<file path="src/rtl/sdram_mode_pkg.sv">
`timescale 1ns/1ps
package sdram_mode_pkg;

    typedef enum logic [1:0] {
        CMD_IDLE    = 2'b00,
        CMD_SETMODE = 2'b01,
        CMD_READ    = 2'b10,
        CMD_WRITE   = 2'b11
    } cmd_e;

    localparam int FIELD_W = 10;

    typedef struct packed {
        logic       single_wr;
        logic [1:0] lat;
        logic       ilv;
        logic [3:0] blen;
    } mode_t;

    localparam mode_t MODE_RESET = '{single_wr: 1'b0, lat: 2'd2, ilv: 1'b0, blen: 4'd1};

    // legal field: normal operating code, latency 2 or 3, burst code below 4
    function automatic logic field_ok(input logic [FIELD_W-1:0] f);
        return (f[8:7] == 2'b00) && (f[6:4] == 3'b010 || f[6:4] == 3'b011) && (f[2] == 1'b0);
    endfunction

    function automatic mode_t field_decode(input logic [FIELD_W-1:0] f);
        mode_t m;
        m.single_wr = f[9];
        m.lat       = (f[6:4] == 3'b011) ? 2'd3 : 2'd2;
        m.ilv       = f[3];
        m.blen      = 4'd1 << f[1:0];
        return m;
    endfunction

    // low three column bits of a beat; blen_lo is the burst length modulo 8
    function automatic logic [2:0] beat_low(input logic [2:0] start, input logic [2:0] beat,
                                            input logic [2:0] blen_lo, input logic ilv);
        logic [2:0] mask;
        logic [2:0] mix;
        mask = blen_lo - 3'd1;
        mix  = ilv ? (start ^ beat) : (start + beat);
        return (start & ~mask) | (mix & mask);
    endfunction

endpackage

</file>
<file path="src/rtl/sdram_rd_ctl.sv">
`timescale 1ns/1ps
module sdram_rd_ctl
    import sdram_mode_pkg::*;
#(
    parameter int COL_W  = 4,
    parameter int DATA_W = 16
) (
    input  logic              clk,
    input  logic              rst,
    input  logic              start,
    input  logic [COL_W-1:0]  start_col,
    input  logic [1:0]        lat,
    input  logic [3:0]        blen,
    input  logic              ilv,
    input  logic [DATA_W-1:0] rdata,
    output logic [COL_W-1:0]  raddr,
    output logic              oe,
    output logic [DATA_W-1:0] dout,
    output logic              busy
);

    localparam int K_W = 5;

    logic             act_q;
    logic [K_W-1:0]   t_q;
    logic [COL_W-1:0] col_q;
    logic             oe_q;
    logic             dv_q;
    logic [DATA_W-1:0] dout_q;

    logic             live;
    logic [K_W-1:0]   k_now;
    logic [K_W-1:0]   lat_k;
    logic [K_W-1:0]   span_k;
    logic [2:0]       idx;
    logic             oe_d;
    logic             beat_d;
    logic             act_d;
    logic [COL_W-1:0] base_col;
    logic [2:0]       low;

    // k_now counts edges since the READ edge (0 on that edge itself)
    always_comb begin
        lat_k    = K_W'(lat);
        span_k   = K_W'(lat) + K_W'(blen);
        live     = start || act_q;
        k_now    = start ? '0 : t_q + K_W'(1);
        oe_d     = live && (k_now + K_W'(2) >= lat_k) && (k_now + K_W'(2) <= span_k);
        beat_d   = live && (k_now + K_W'(1) >= lat_k) && (k_now + K_W'(2) <= span_k);
        act_d    = live && (k_now + K_W'(1) < span_k);
        idx      = k_now[2:0] + 3'd1 - {1'b0, lat};
        base_col = start ? start_col : col_q;
        low      = beat_low(base_col[2:0], idx, blen[2:0], ilv);
    end

    generate
        if (COL_W > 3) begin : g_wide
            assign raddr = {base_col[COL_W-1:3], low};
        end else begin : g_narrow
            assign raddr = low[COL_W-1:0];
        end
    endgenerate

    always_ff @(posedge clk) begin
        if (rst) begin
            act_q  <= 1'b0;
            t_q    <= '0;
            col_q  <= '0;
            oe_q   <= 1'b0;
            dv_q   <= 1'b0;
            dout_q <= '0;
        end else begin
            act_q  <= act_d;
            t_q    <= k_now;
            oe_q   <= oe_d;
            dv_q   <= beat_d;
            dout_q <= beat_d ? rdata : '0;
            if (start)
                col_q <= start_col;
        end
    end

    assign oe   = oe_q;
    assign dout = dout_q;
    assign busy = act_q;

    assert_oe_leads_data_R3: assert property (@(posedge clk) disable iff (rst)
        $rose(dv_q) |-> $past(oe_q));

    assert_data_inside_oe_R3: assert property (@(posedge clk) disable iff (rst)
        dv_q |-> oe_q);

    assert_oe_drops_after_beat_R3: assert property (@(posedge clk) disable iff (rst)
        $fell(oe_q) |-> $past(dv_q));

    assert_first_beat_lat2_R2: assert property (@(posedge clk) disable iff (rst)
        ($rose(dv_q) && lat == 2'd2) |-> $past(start, 2));

    assert_first_beat_lat3_R2: assert property (@(posedge clk) disable iff (rst)
        ($rose(dv_q) && lat == 2'd3) |-> $past(start, 3));

endmodule

</file>
<file path="config.mk">
export PLATFORM = sky130hd
export DESIGN_NAME = sdram_rd_ctl
export DESIGN_NICKNAME = d
export VERILOG_FILES = /design/src/rtl/sdram_mode_pkg.sv /design/src/rtl/sdram_rd_ctl.sv
export SDC_FILE = /design/constraint.sdc
export NUM_CORES = 1
export LEC_CHECK = 0
export BUFFER_PORTS_ARGS = -buffer_cell sky130_fd_sc_hd__buf_4
export CAP_MARGIN = 20
export CORE_ASPECT_RATIO = 0.5
export CORE_UTILIZATION = 57
export CTS_BUF_LIST = sky130_fd_sc_hd__clkbuf_8
export DETAILED_ROUTE_END_ITERATION = 6
export PLACE_DENSITY = 0.91
export SLEW_MARGIN = 20
export SYNTH_ARGS = -nofsm -noshare
export SYNTH_HDL_FRONTEND = slang
export SYNTH_SLANG_ARGS = --single-unit
export TNS_END_PERCENT = 10
</file>
<file path="constraint.sdc">
create_clock -name clk -period 4.25 [get_ports clk]
set_clock_uncertainty 0.15 [all_clocks]
set_input_delay 0.2125 -clock clk [delete_from_list [all_inputs] [get_ports clk]]
set_output_delay 0.2125 -clock clk [all_outputs]
set_load 0.05 [all_outputs]
</file>
; ---- Yosys cells after proc, flatten, opt, wreduce, memory -nomap -nowiden
; Cells that the tools add are included.
[word_totals]
wordCells = 33
in_bits = 30
ff_bits = 27
output_inout_bits = 22
[classes]
n_bitwise = 6
reduce_logical = 7
add_sub_neg = 8
mux = 3
order_cmp = 4
[op_table]
columns = cell, n
row1 = "adder 5 x 1 -> 5 bit, second input constant", 2
row2 = >= comparator 5 x 2 -> 1 bit, 2
row3 = AND 3 bit, 2
row4 = adder 2 x 4 -> 5 bit, 1
row5 = "adder 5 x 2 -> 5 bit, second input constant", 1
row6 = less-or-equal comparator 5 bit, 1
row7 = logical AND 1 bit, 5
row8 = < comparator 5 bit, 1
row9 = two-way mux 5 bit, 1
row10 = two-way mux 4 bit, 1
row11 = "adder 3 x 1 -> 3 bit, second input constant", 1
row12 = adder 3 bit, 1
row13 = two-way mux 3 bit, 1
row14 = NOT 3 bit, 1
row15 = bitwise OR 3 bit, 1
row16 = "subtractor 3 x 1 -> 3 bit, second input constant", 1
row17 = subtractor 3 x 2 -> 3 bit, 1
row18 = bitwise XOR 3 bit, 1
row19 = OR reduction 2 bit, 1
row20 = logical OR 1 bit, 1
row21 = NOT 1 bit, 1

; ---- Logic depth before layout (Yosys ltp)
[logic_depth]
ltp_word = 8
depth_mapped = 13
depth_no_buf = 12

; ---- Least setup slack after synthesis
; OpenSTA, ideal clock, no wires.
[synth_timing]
kind = input-to-output
startpoint = input start
endpoint = output raddr[2]
arrival_ps = 3319
setup_slack_ps = 569
path_stages = 12
n_path_buf = 2
required_ps = 3888
cell_sequence = clkbuf_1 -> buf_1 -> nor2b_1 -> inv_1 -> ha_1 -> ha_1 -> fa_1 -> nor2b_1 -> xnor2_1 -> xnor2_1 -> nor2_1 -> xnor2_1
[synth_between]
elab_chain_cells = 7
elab_cells_between_ends = 10
classes_between = add/sub (3) / mux (3) / bitwise (4)
[synth_rtl]
columns = element, line
row1 = from (decl), sdram_rd_ctl.sv:10  ; input logic start,
row2 = two-way mux 5 bit *, sdram_rd_ctl.sv:47  ; k_now = start ? '0 : t_q + K_W'(1);
row3 = net k_now[1], sdram_rd_ctl.sv:32  ; logic [K_W-1:0] k_now;
row4 = adder 3 x 1 -> 3 bit *, sdram_rd_ctl.sv:51  ; idx = k_now[2:0] + 3'd1 - {1'b0, lat};
row5 = subtractor 3 x 2 -> 3 bit *, sdram_rd_ctl.sv:51
row6 = adder 3 bit / bitwise XOR 3 bit (equally long branches), sdram_mode_pkg.sv:42  ; mix = ilv ? (start ^ beat) : (start + beat);
row7 = two-way mux 3 bit *, sdram_mode_pkg.sv:42
row8 = AND 3 bit *, sdram_mode_pkg.sv:43  ; return (start & ~mask) | (mix & mask);
row9 = bitwise OR 3 bit *, sdram_mode_pkg.sv:43
row10 = to (decl), sdram_rd_ctl.sv:16  ; output logic [COL_W-1:0] raddr,
; The timed path passes the listed nets; every way through them passes the cells marked *.

; ---- Final worst setup path
[layout_timing]
startpoint = register t_q[0]
endpoint = output raddr[2]
[layout_between]
elab_chain_cells = 8
elab_cells_between_ends = 9
classes_between = add/sub (4) / mux (2) / bitwise (3)
[layout_rtl]
columns = element, line
row1 = from (decl), sdram_rd_ctl.sv:25  ; logic [K_W-1:0] t_q;
row2 = from (signal assigned), sdram_rd_ctl.sv:74  ; t_q <= k_now;
row3 = adder 5 x 1 -> 5 bit *, sdram_rd_ctl.sv:47
row4 = two-way mux 5 bit *, sdram_rd_ctl.sv:47
row5 = net k_now[1], sdram_rd_ctl.sv:32
row6 = adder 3 x 1 -> 3 bit *, sdram_rd_ctl.sv:51
row7 = subtractor 3 x 2 -> 3 bit *, sdram_rd_ctl.sv:51
row8 = adder 3 bit / bitwise XOR 3 bit (equally long branches), sdram_mode_pkg.sv:42
row9 = two-way mux 3 bit *, sdram_mode_pkg.sv:42
row10 = AND 3 bit *, sdram_mode_pkg.sv:43
row11 = bitwise OR 3 bit *, sdram_mode_pkg.sv:43
; Marks and branches as above.

==> flow_summary.ini <==
[outcome]
status = complete, no violations

[synthesis]
synthTopCellsByArea = dfxtp_1 33%, ha_1 17%, nor2_1 6.4%
synth_area_per_cell_um2 = 8.87
count_of_unique_library_cells_instantiated_by_yosys = 40
netlist_instances = 186
synth_top_area_share = 0.328
synth_nets = 241
seq_area_frac_synth = 0.328
yosys_warnings = 0
synth_edf_count = 0
async_flop_share = 0
syn-cell-area_um2 = 1650
netlist.top_cell.by_area = dfxtp_1
synth_top_flop_cell = dfxtp_1
yosys_register_bits = 27

[timing]
worst_slew_margin_rel = 0.497
report.final.slew_viol_count = 0
rsz0062_at_grt = false
part_of_the_cycle_the_worst_path_needs = 0.847
max_slew.worst_pin.slew_ps = 735
finalHoldViolCount = 0
timing.final.setup_violations = 0
fmaxAchievable_mhz = 278
timing.final.ws_setup_ps = 650
period_needed_ps = 3600
totalNegativeSetupSlack_ps = 0

[finish]
layout_common_cells = 51 x buf_4, 28 x nor2_1, 27 x dfxtp_1
area.growth.synth_to_final_pct = 25.3
mostFrequentLayoutCell = buf_4
fin_area_um2 = 2070
drive_gt1_frac = 0.267
antenna_cells_inserted = 0
fill_cells = 204
net_count_final = 288
post-route-util = 0.775

[critical_path]
arrival_ps = 3240
crit_fanout = 5
worst_path_max_delay_cell = fa_1
critical_path.cell_chain = ha_1 -> nor2b_1 -> inv_1 -> ha_1 -> ha_1 -> fa_1 -> nor2b_1 -> xnor2_1 -> xnor2_1 -> nor2_1 -> xnor2_1 -> buf_4
worstPathRequired_ps = 3890
critPathMaxStageDelay_ps = 390
critPathLaunchType = flip-flop
setup.worst_path.class = flip-flop to output port
critical_path.n_buffers_inverters = 2
end_kind = output port
critical_path.top_delay_family = adder cells

[placed_design]
place.port_buffers = 51
postPlaceCellArea_um2 = 2020
hpwl_um = 2590
preCtsSetupSlack_ps = 959
routabilityCongestion = 0.855

[power_and_ir_drop]
netsw_mw = 0.245
power.switching_fraction = 0.362
power.ir.vdd_worst_mv = 0.164
comb_power_share = 0.370
power_density_nw_per_um2 = 326
sequentialPowerShare = 0.408
share_clk_of_total_power = 0.222
static-leakage-power_nw = 0.981
cellInternalPower_mw = 0.431
post-layout-total-power_mw = 0.675

[detailed_routing]
initialDrtViolationCount = 42
routed_wl_um = 3350
route.detailed.wl_per_inst_um = 12.5
route.vias.total = 1392
antenna_left = 0
drt_pass1_iterations = 4
drcViolationCount = 0
via_per_inst = 5.17

[global_route]
grt_pass1_wl_um = 5260
number_of_antenna_violations_at_the_first_check_in_global_routing = 0
grt_use_total = 0.225
global_route.overflow_total = 0
first_global_vias = 1227
grt_max_degree = 19

[clocking]
clock_tree.root_cell = clkbuf_8
cts_max_level = 1
clock_tree_from_tritoncts = yes
cts_hold_buffers = 0
cts_sinks = 27
cts_buffers = 3
worst_setup_hold_path_clk_slew_ps = 100
clock_latency_of_the_later_clocked_register_in_the_worst_skew_pair_ps = 280
post_cts.repair.setup_buffers = 0
cts-resized-gates = 0
clock_tree.buffer_depth = 2

[floorplan]
placeable_area_um2 = 2670
floorplan.io_pins = 52
die_w_um = 78.1
initial_utilization = 0.619
die_height_um = 40.1
dieArea_um2 = 3130
floorplan.rows = 13

[job]
cap_viol_max_count = 0

[min_path]
hp-class = input port to flip-flop
[stage by stage]
stage	std cells	hold slack (ps)
6_report	269	10.9
5_1_grt	269	10.4
4_1_cts	269	8.66
3_5_place_dp	265	299
3_3_place_gp	265	293
2_1_floorplan	186	198
[flip-flops by register name, summed over array words and instances (netlist names)]
signal and flops:
oe 1, busy 1, dout 16, col_q 4, t_q 5
[worst paths after layout]
path                                          start                   to  slack, ps  depth (start not counted)
worst max-delay path              t_q[0]$_SDFF_PP0_             raddr[2]        650                         12
worst min-delay path                      rdata[14]  dout[14]$_SDFF_PP0_         10                          3
worst max register to register    t_q[0]$_SDFF_PP0_        oe$_SDFF_PP0_       1110                         11
worst min register to register  col_q[2]$_SDFF_PP0_  col_q[2]$_SDFF_PP0_        380                          2
[power by group through the flow]
| stage | registers [mW] | clock network [mW] | logic, mW |
|---|---|---|---|
| 3_3_place_gp | 0.281 | 0 | 0.243 |
| 5_1_grt | 0.277 | 0.162 | 0.272 |
| 6_report | 0.276 | 0.150 | 0.250 |
| 3_5_place_dp | 0.282 | 0 | 0.248 |
| 2_1_floorplan | 0.332 | 0 | 0.130 |
| 4_1_cts | 0.276 | 0.153 | 0.250 |
[routing by layer]
| metal | wire, µm | GRT usage |
|---|---|---|
| met4 | 14 | 0.0694 |
| met1 | 1600 | 0.262 |
| met3 | 180 | 0.0500 |
| met2 | 1550 | 0.436 |
| met5 | 0 | 0 |
[cells in the mapped netlist, types with 3 or more instances]
| cell | count |
|---|---|
| xnor2_1 | 10 |
| o21ai_0 | 16 |
| nand2_1 | 6 |
| xor2_1 | 4 |
| inv_1 | 10 |
| nor2_1 | 28 |
| nor3_1 | 4 |
| o21ai_1 | 6 |
| a21oi_1 | 7 |
| mux2_2 | 3 |
| mux2i_1 | 3 |
| ha_1 | 23 |
| dfxtp_1 | 27 |
| nor2b_1 | 8 |
[logic make-up (layout without fill, tap and decap cells)]
family                     after synthesis  in the layout  synth area share
AOI/OAI and AO/OA                       39             39             0.139
xor gates and xnor gates                14             14            0.0743
adders and majority gates               25             25             0.199
buffers and inverters                   19             65            0.0591
DFF                                     27             27             0.328
muxes                                    6              6            0.0387
and+or+nand+nor                         56             56             0.163
[cell type report]
type                    instances  area, µm²  share of cell area
multi-input cells             140       1010               0.489
flip-flops and latches         27        541               0.261
repair buffers                 51        383               0.185
well taps                      37       46.3              0.0224
clock buffers                   3       41.3              0.0200
inverters                      10       37.5              0.0181
clock inverters                 1       7.51             0.00363
[worst min-delay path: stages]
cell and delay, ps:
buf_4 80, o21ai_1 50, nor2_1 70
No activity file was read; power rests on OpenSTA's default activity.
